**src/rtl/sync_gen_pkg.sv**
```systemverilog
package sync_gen_pkg;

    typedef struct packed {
        logic [1:0] px_shift;
        logic [1:0] fv_ctl;
        logic [1:0] hs_delay;
        logic [1:0] hs_width;
    } tcfg_t;

    // coarse width code shared by horizontal and vertical pulses
    function automatic logic [7:0] width_clks(input logic [1:0] code);
        logic [7:0] w;
        case (code)
            2'd0:    w = 8'd1;
            2'd1:    w = 8'd4;
            2'd2:    w = 8'd16;
            default: w = 8'd128;
        endcase
        return w;
    endfunction

    // horizontal offset code against the field / vertical reference
    function automatic logic [4:0] delay_clks(input logic [1:0] code);
        logic [4:0] d;
        case (code)
            2'd0:    d = 5'd0;
            2'd1:    d = 5'd4;
            2'd2:    d = 5'd8;
            default: d = 5'd16;
        endcase
        return d;
    endfunction

endpackage

```
**src/rtl/sync_raster_cnt.sv**
```systemverilog
module sync_raster_cnt #(
    parameter int unsigned PIXELS = 864,
    parameter int unsigned LINES  = 625,
    localparam int unsigned PW    = $clog2(PIXELS),
    localparam int unsigned LW    = $clog2(LINES + 1)
) (
    input  logic          clk,
    input  logic          rst_n,
    output logic [PW-1:0] pix_o,
    output logic [LW-1:0] line_o,
    output logic          line_end_o
);

    typedef struct packed {
        logic [PW-1:0] pix;
        logic [LW-1:0] line;
    } cnt_t;

    cnt_t cnt_d, cnt_q;
    logic last_pix;

    always_comb begin
        cnt_d    = cnt_q;
        last_pix = (cnt_q.pix == PW'(PIXELS - 1));
        if (last_pix) begin
            cnt_d.pix = '0;
            if (cnt_q.line == LW'(LINES)) begin
                cnt_d.line = LW'(1);
            end else begin
                cnt_d.line = cnt_q.line + LW'(1);
            end
        end else begin
            cnt_d.pix = cnt_q.pix + PW'(1);
        end
    end

    always_ff @(posedge clk or negedge rst_n) begin
        if (!rst_n) begin
            cnt_q.pix  <= '0;
            cnt_q.line <= LW'(1);
        end else begin
            cnt_q <= cnt_d;
        end
    end

    assign pix_o      = cnt_q.pix;
    assign line_o     = cnt_q.line;
    assign line_end_o = last_pix;

endmodule

```
**src/rtl/sync_pulse_gen.sv**
```systemverilog
module sync_pulse_gen
    import sync_gen_pkg::*;
#(
    parameter int unsigned PIXELS    = 864,
    parameter int unsigned LINES     = 625,
    parameter int unsigned US32_CLKS = 432,
    localparam int unsigned PW       = $clog2(PIXELS),
    localparam int unsigned LW       = $clog2(LINES + 1),
    localparam int unsigned HALF     = (LINES + 1) / 2
) (
    input  logic          clk,
    input  logic          rst_n,
    input  logic [PW-1:0] pix_i,
    input  logic [LW-1:0] line_i,
    input  tcfg_t         cfg_i,
    input  logic          mode2_i,
    output logic          hsync_n_o,
    output logic          fv_o
);

    typedef struct packed {
        logic hs_n;
        logic fv;
        logic field;
    } gen_t;

    gen_t gen_d, gen_q;
    logic [31:0] p, l, hw, hst, vw, fpos;
    logic        line_a, line_b, hs_win, vs_win;

    always_comb begin
        p      = 32'(pix_i);
        l      = 32'(line_i);
        hw     = 32'(width_clks(cfg_i.hs_width));
        hst    = 32'(delay_clks(cfg_i.hs_delay)) + 32'(cfg_i.px_shift);
        vw     = 32'(width_clks(cfg_i.fv_ctl));
        fpos   = hst + (cfg_i.fv_ctl[0] ? US32_CLKS : 32'd0);
        line_a = (l == 32'd1);
        line_b = (l == HALF + 1);
        hs_win = (p >= hst) && (p < hst + hw);
        vs_win = (line_a || line_b) && (p < vw);

        gen_d      = gen_q;
        gen_d.hs_n = !hs_win;
        if (p == fpos) begin
            if (line_a) begin
                gen_d.field = 1'b0;
            end else if (line_b) begin
                gen_d.field = 1'b1;
            end
        end
        gen_d.fv = mode2_i ? !vs_win : gen_d.field;
    end

    always_ff @(posedge clk or negedge rst_n) begin
        if (!rst_n) begin
            gen_q.hs_n  <= 1'b1;
            gen_q.fv    <= 1'b0;
            gen_q.field <= 1'b0;
        end else begin
            gen_q <= gen_d;
        end
    end

    assign hsync_n_o = gen_q.hs_n;
    assign fv_o      = gen_q.fv;

endmodule

```
**src/rtl/sync_pulse_top.sv**
```systemverilog
module sync_pulse_top
    import sync_gen_pkg::*;
#(
    parameter int unsigned PIXELS    = 864,
    parameter int unsigned LINES     = 625,
    parameter int unsigned US32_CLKS = 432,
    localparam int unsigned PW       = $clog2(PIXELS),
    localparam int unsigned LW       = $clog2(LINES + 1)
) (
    input  logic       clk,
    input  logic       rst_n,
    input  logic       timing_mode2_i,
    input  logic       reg_wr_i,
    input  logic [7:0] reg_wdata_i,
    output logic [7:0] reg_rdata_o,
    output logic       hsync_n_o,
    output logic       fv_o
);

    typedef struct packed {
        logic [7:0] host;
        tcfg_t      act;
        logic       mode2;
    } top_t;

    top_t st_d, st_q;
    logic [PW-1:0] pix_w;
    logic [LW-1:0] line_w;
    logic          line_end_w;
    logic [7:0]    act_bits;

    sync_raster_cnt #(
        .PIXELS (PIXELS),
        .LINES  (LINES)
    ) cnt_i (
        .clk        (clk),
        .rst_n      (rst_n),
        .pix_o      (pix_w),
        .line_o     (line_w),
        .line_end_o (line_end_w)
    );

    always_comb begin
        st_d = st_q;
        if (reg_wr_i) begin
            st_d.host = reg_wdata_i;
        end
        // shadow copy only at the line wrap
        if (line_end_w) begin
            st_d.act   = tcfg_t'(st_q.host);
            st_d.mode2 = timing_mode2_i;
        end
    end

    always_ff @(posedge clk or negedge rst_n) begin
        if (!rst_n) begin
            st_q <= '0;
        end else begin
            st_q <= st_d;
        end
    end

    sync_pulse_gen #(
        .PIXELS    (PIXELS),
        .LINES     (LINES),
        .US32_CLKS (US32_CLKS)
    ) gen_i (
        .clk       (clk),
        .rst_n     (rst_n),
        .pix_i     (pix_w),
        .line_i    (line_w),
        .cfg_i     (st_q.act),
        .mode2_i   (st_q.mode2),
        .hsync_n_o (hsync_n_o),
        .fv_o      (fv_o)
    );

    assign act_bits    = st_q.act;
    assign reg_rdata_o = st_q.host;

endmodule

```
**config.mk**
```make
export PLATFORM = sky130hd
export DESIGN_NAME = sync_pulse_top
export DESIGN_NICKNAME = d
export VERILOG_FILES = /design/src/rtl/sync_gen_pkg.sv /design/src/rtl/sync_raster_cnt.sv /design/src/rtl/sync_pulse_gen.sv /design/src/rtl/sync_pulse_top.sv
export SDC_FILE = /design/constraint.sdc
export NUM_CORES = 1
export LEC_CHECK = 0
export BUFFER_PORTS_ARGS = -buffer_cell sky130_fd_sc_hd__buf_2
export CAP_MARGIN = 25
export CORE_UTILIZATION = 47
export CTS_BUF_LIST = sky130_fd_sc_hd__clkbuf_2 sky130_fd_sc_hd__clkbuf_4 sky130_fd_sc_hd__clkbuf_8
export CTS_CLUSTER_DIAMETER = 150
export CTS_CLUSTER_SIZE = 20
export DETAILED_ROUTE_END_ITERATION = 12
export PLACE_DENSITY = 0.79
export SLEW_MARGIN = 20
export SYNTH_ARGS = -nofsm -noshare
export SYNTH_HDL_FRONTEND = slang
export SYNTH_SLANG_ARGS = --single-unit
```
**constraint.sdc**
```tcl
create_clock -name clk -period 2.3 [get_ports clk]
set_input_delay 0.46 -clock clk [delete_from_list [all_inputs] [get_ports clk]]
set_output_delay 0.46 -clock clk [all_outputs]
set_load 0.02 [all_outputs]
```
* Yosys cells after proc, flatten, opt, wreduce, memory -nomap -nowiden
Cells that the tools add are included.
** Cells by class
- $lt $le $gt $ge :: 3
- Eq/ne operators :: 11
- Multiplexer cells :: 10
- Reductions and logical operators :: 8
- Add/subtract/negate cells :: 5
** Operators with widths (number)
- one-hot mux 8 bit (3 select lines) :: 2
- adder 32 bit :: 1
- adder 32 x 8 -> 32 bit :: 1
- equality test 10 x 32 -> 1 bit :: 1
- >= comparator 10 x 32 -> 1 bit :: 1
- < comparator 10 x 32 -> 1 bit :: 1
- adder 10 x 1 -> 10 bit, second input constant :: 2
- equality test 10 bit, second input constant :: 2
- 2-to-1 mux 10 bit :: 2
- one-hot mux 5 bit (3 select lines) :: 1
- equality test 10 x 1 -> 1 bit, second input constant :: 1
- equality test 10 x 9 -> 1 bit, second input constant :: 1
- < comparator 10 x 8 -> 1 bit :: 1
- 2-to-1 mux 9 bit :: 1
- adder 5 x 2 -> 6 bit :: 1
- equality test 2 x 1 -> 1 bit, second input constant :: 3
- equality test 2 bit, second input constant :: 3
- logical NOT 2 bit :: 3
- 2-to-1 mux 1 bit :: 4
- logical AND 1 bit :: 2
- logical NOT 1 bit :: 2
- logical OR 1 bit :: 1
** Storage, ports and cells
- Flip-flop bits (word level) :: 40
- Word-level logic and storage cells :: 48
- Bits of input ports :: 12

* Logic depth before layout (Yosys ltp)
- Word-level depth :: 7
- Gate-level depth with buffers :: 10

* By module
From an unflattened synthesis, not the netlist that was laid out.
** Unflattened totals
- Cells, all modules :: 230
- Area, all modules :: 2578.7 um^2
** Modules (own cells, without submodules)
- sync_raster_cnt :: instances 1, area each 1051.0 um^2, sequential area each 501.7 um^2, cells an instance 100
- sync_pulse_gen :: instances 1, area each 764.5 um^2, sequential area each 76.3 um^2, cells an instance 86
- sync_pulse_top :: instances 1, area each 763.2 um^2, sequential area each 425.4 um^2, cells an instance 44

* Least setup slack after synthesis
OpenSTA, ideal clock, no wires.
- Path kind :: register to register
- Start point :: register st_q (netlist bit act_bits[0])
- End point :: register gen_i.gen_q (netlist bit gen_i.hsync_n_o)
- Slack :: -52 ps
- Stages on the path, launching flop included :: 10
- Clock period less this slack :: 2352 ps
- Buffers on the path :: 0
- Arrival time :: 2253 ps
- Required time :: 2201 ps
- Path through :: dfrtp_1 > nor2b_1 > ha_1 > a31oi_1 > nor3b_1 > nor2_1 > ha_1 > a211o_1 > a2111oi_0 > o211ai_1
** RTL lines
- start: declaration :: RTL line sync_pulse_top.sv:26 : top_t st_d, st_q;
- start signal: assignment :: RTL line sync_pulse_top.sv:59 : st_q <= st_d;
- end signal: assignment :: RTL line sync_pulse_gen.sv:61 : gen_q <= gen_d;
- end: declaration :: RTL line sync_pulse_gen.sv:27 : gen_t gen_d, gen_q;

==> impl_table.tex <==
\begin{tabular}{lr}
\hline
Metric & Value \\
\hline
\multicolumn{2}{l}{\textbf{Run status}} \\
Run status & finished with violations \\
Failing checks & negative setup slack \\
\multicolumn{2}{l}{\textbf{Finish}} \\
Fill cell total of the finished layout & 403 \\
Final cell area excluding filler cells & approximately 0.0029 mm² \\
Fraction of layout cells with a size suffix above 1 & 25.35\% \\
Total number of nets in the final design & 320 \\
Most frequent cells in the layout & dfrtp\_1 (38), nand2\_1 (33), ha\_1 (22) \\
Commonest non-fill, non-tap cell in the layout & dfrtp\_1 \\
Area grow syn2layout & 18.71\% \\
\# diodes & 0 \\
\multicolumn{2}{l}{\textbf{Route}} \\
Routed length per instance & $\sim$16 µm \\
Total DRC errors in the routed layout & 0 \\
Residual antenna-violating net count after detailed routing & 0 \\
First-pass iteration count of the detailed router & 4 \\
Starting DRC count in detailed routing & 109 \\
Routed via count & 2,012 \\
Routed via count divided by cell count & 5.732 \\
Final wirelength & 5450 µm \\
\multicolumn{2}{l}{\textbf{Placed design}} \\
Pre-CTS setup slack & -41.38 ps \\
Weighted congestion at the end of routability-driven global placement & 0.8222 \\
Port bufs & 21 \\
Standard cell area after detailed placement & about 0.0027 mm² \\
Half-perimeter wire length of the detailed placement result & 3648 µm \\
\multicolumn{2}{l}{\textbf{Worst setup path}} \\
Critical Path Sink Type & flip-flop \\
Worst setup SP type & flip-flop \\
Family with the most delay on the worst path & compound AO/OA/AOI/OAI gates \\
Arrival time at the worst endpoint & 2550 ps \\
Worst path buffer plus inverter count & 1 \\
WS Path Type & flip-flop to flip-flop \\
List of cells traversed by the critical path & nand2b\_4 -> inv\_4 -> ha\_4 -> a31oi\_4 -> nor3b\_2 -> nor2\_1 -> ha\_1 -> a211o\_1 -> a2111oi\_4 -> o211ai\_1 \\
Required time reported for the critical path endpoint & $\sim$2500 ps \\
Highest-delay cell along the critical path & dfrtp\_1 \\
Max incr delay on CP & 400 ps \\
Critical path peak fanout & 4 \\
\multicolumn{2}{l}{\textbf{Clock tree}} \\
Maximum clock path buffer count & 2 \\
Later-pin clock latency in the skew report & 300 ps \\
Clock sinks & 40 \\
Inserted Clock Buffers & 5 \\
Clock slew seen by the registers of the worst setup and hold paths & 80 ps \\
H-tree level count & 2 \\
Cts hold-fix bufs & 0 \\
TritonCTS clock tree & yes \\
Clock Tree Root & clkbuf\_8 \\
\multicolumn{2}{l}{\textbf{Yosys}} \\
Number of enable-type register cells in the synthesized netlist & 0 \\
Syn\_nets & 285 \\
Leading post-synthesis cells by cell area & dfrtp\_1 (39\%), ha\_1 (13\%), nand2\_1 (5.1\%), mux2\_2 (3.7\%), o21ai\_0 (3.5\%) \\
Post-synthesis cell area & around 0.0024 mm² \\
Per-instance average area after synthesis & 9.762 µm² \\
Warnings, synthesis & 0 \\
Main synth FF type & dfrtp\_1 \\
Number of storage elements in the synthesis netlist & 40 \\
Register area share after synthesis & 41.45\% \\
Most area-hungry cell type in the Yosys netlist & dfrtp\_1 \\
Proportion of register bits with asynchronous set or reset after synthesis & 100.0\% \\
Count of different cell masters after synthesis & 46 \\
Area share of the largest cell type after synthesis & 39.28\% \\
Post-Synthesis Cells & 248 \\
\multicolumn{2}{l}{\textbf{Floorplan}} \\
Effective utilization at floorplan & 49.94\% \\
Core box area & 0.004848 mm² \\
I/O pin cnt & 22 \\
Overall die area & 0.005442 mm² \\
Die Y-Extent & around 74 µm \\
X dimension of the die & 73.77 µm \\
Row count & 25 \\
\multicolumn{2}{l}{\textbf{Run}} \\
Max\_cap viols & 0 \\
\multicolumn{2}{l}{\textbf{GRT}} \\
Pin count of the biggest net entering global routing & 27 \\
Number of global-route vias before repair & 1,978 \\
Global routing usage summed across all routing layers & between 20\% and 30\% \\
Initial antenna violation count & 0 \\
Global-route wire length before repair & 9204 µm \\
Remaining global-route overflow & 0 \\
\multicolumn{2}{l}{\textbf{STA}} \\
Final worst clock skew & about 4.3 ps \\
Transition time of the tightest slew-check pin & 555.2 ps \\
Max-slew violation count & 0 \\
Worst slew margin relative to its limit & between 60\% and 70\% \\
Setup repair after global routing missed its margin & yes \\
Post-route worst setup slack & -41.17 ps \\
Clock period minus worst slack & 2341 ps \\
Setup total negative slack & -41.17 ps \\
Hold Violations, Final & 0 \\
Ratio of final minimum period to clock period & 101.8\% \\
Setup Viol. Count Final & 1 \\
Maximum achievable frequency & 427.1 MHz \\
\multicolumn{2}{l}{\textbf{Pwr}} \\
Worst IR drop on VDD & 0.0004454 V \\
Leak Pwr & 1.278 nW \\
Total power density per cell area & 479.6 mW/mm² \\
\multicolumn{2}{l}{\textbf{Min path}} \\
Hold crit path type & primary input to asynchronous set/reset pin \\
\hline
\end{tabular}
[synth_stat cells (all sizes together) (4+ instances only)]
| cell type | n |
|---|---|
| dfrtp | 38 |
| nand2 | 33 |
| ha | 25 |
| o21ai | 17 |
| nand3 | 13 |
| nor2 | 13 |
| buf | 8 |
| mux2 | 8 |
| nand2b | 8 |
| inv | 7 |
| xor2 | 7 |
| a21oi | 6 |
| and3 | 6 |
| xnor2 | 6 |
| a31oi | 5 |
| nand4 | 5 |
| or3 | 5 |
| nor2b | 4 |
| nor4 | 4 |
[path summary, 6_finish.rpt]
kind                                     start               to  slack [ps]  depth (start not counted)
max in group asynchronous                rst_n  gen_i.hsync_n_o        1550                          2
worst max-delay path               act_bits[3]  gen_i.hsync_n_o         -40                         10
worst min register to register  reg_rdata_o[7]      act_bits[7]         500                          2
worst max register to register     act_bits[3]  gen_i.hsync_n_o         -40                         10
worst min-delay path                     rst_n  cnt_i.line_o[7]         140                          1
min in group clk                timing_mode2_i          st_q[0]         360                          3
[per-layer routing]
| layer | part of all wire [%] | global-route usage, % | up-vias |
|---|---|---|---|
| met5 | 0 | 0 | - |
| met4 | 1.8 | 8.761 | 0 |
| met3 | 4.0 | 3.704 | 12 |
| met2 | 49 | 36.49 | 56 |
| met1 | 45 | 29.32 | 994 |
| li1 | - | - | 950 |
[metrics by stage]
stage	utilization (%)	cells	power [mW]	hold slack, ps
floorplan	-	248	0.7750	164.4
global placement	54.79	338	0.8147	478.8
detailed placement	54.79	338	0.8190	484.4
CTS	58.58	349	1.387	164.5
global route	59.28	351	1.420	198.0
finish	59.28	351	1.378	143.6
[cells by family after synthesis]
kind of cell	Yosys count	share of synthesized area, %
simple gates	102	22.48
compound gates	42	10.90
flops	40	41.45
fa+ha+maj	25	12.92
buf+inv	17	3.411
xor+xnor	13	4.703
mux	9	4.135
[report_power, final]
part	total (mW)	switching [mW]	internal (mW)	leakage, nW
combinational	0.0750	0.0443	0.0307	0.716
sequential	0.727	0.0105	0.717	0.509
clock	0.576	0.255	0.321	0.0541
total	1.38	0.310	1.07	1.28
[registers in the layout, indices dropped and copies added (netlist names)]
register	count
cnt_i.line_o	10
cnt_i.pix_o	10
act_bits	8
reg_rdata_o	8
gen_i.fv_o	1
gen_i.gen_q	1
gen_i.hsync_n_o	1
st_q	1
[cell type report]
| class | instances | area [µm²] | area share (%) |
|---|---|---|---|
| well taps | 67 | 83.83 | 2.917 |
| multi-input cells | 191 | 1410 | 49.06 |
| repair buffers | 38 | 236.5 | 8.228 |
| clock inverters | 3 | 42.54 | 1.480 |
| inverters | 7 | 28.78 | 1.001 |
| clock buffers | 5 | 68.82 | 2.394 |
| flip-flops and latches | 40 | 1003 | 34.91 |
[repair_timing]
item,CTS,global route
gates resized for setup,11,3
endpoints found under the setup margin,1,1
pin swaps,7,7
buffers inserted,3,2
Power figures use the tool's default switching activity.
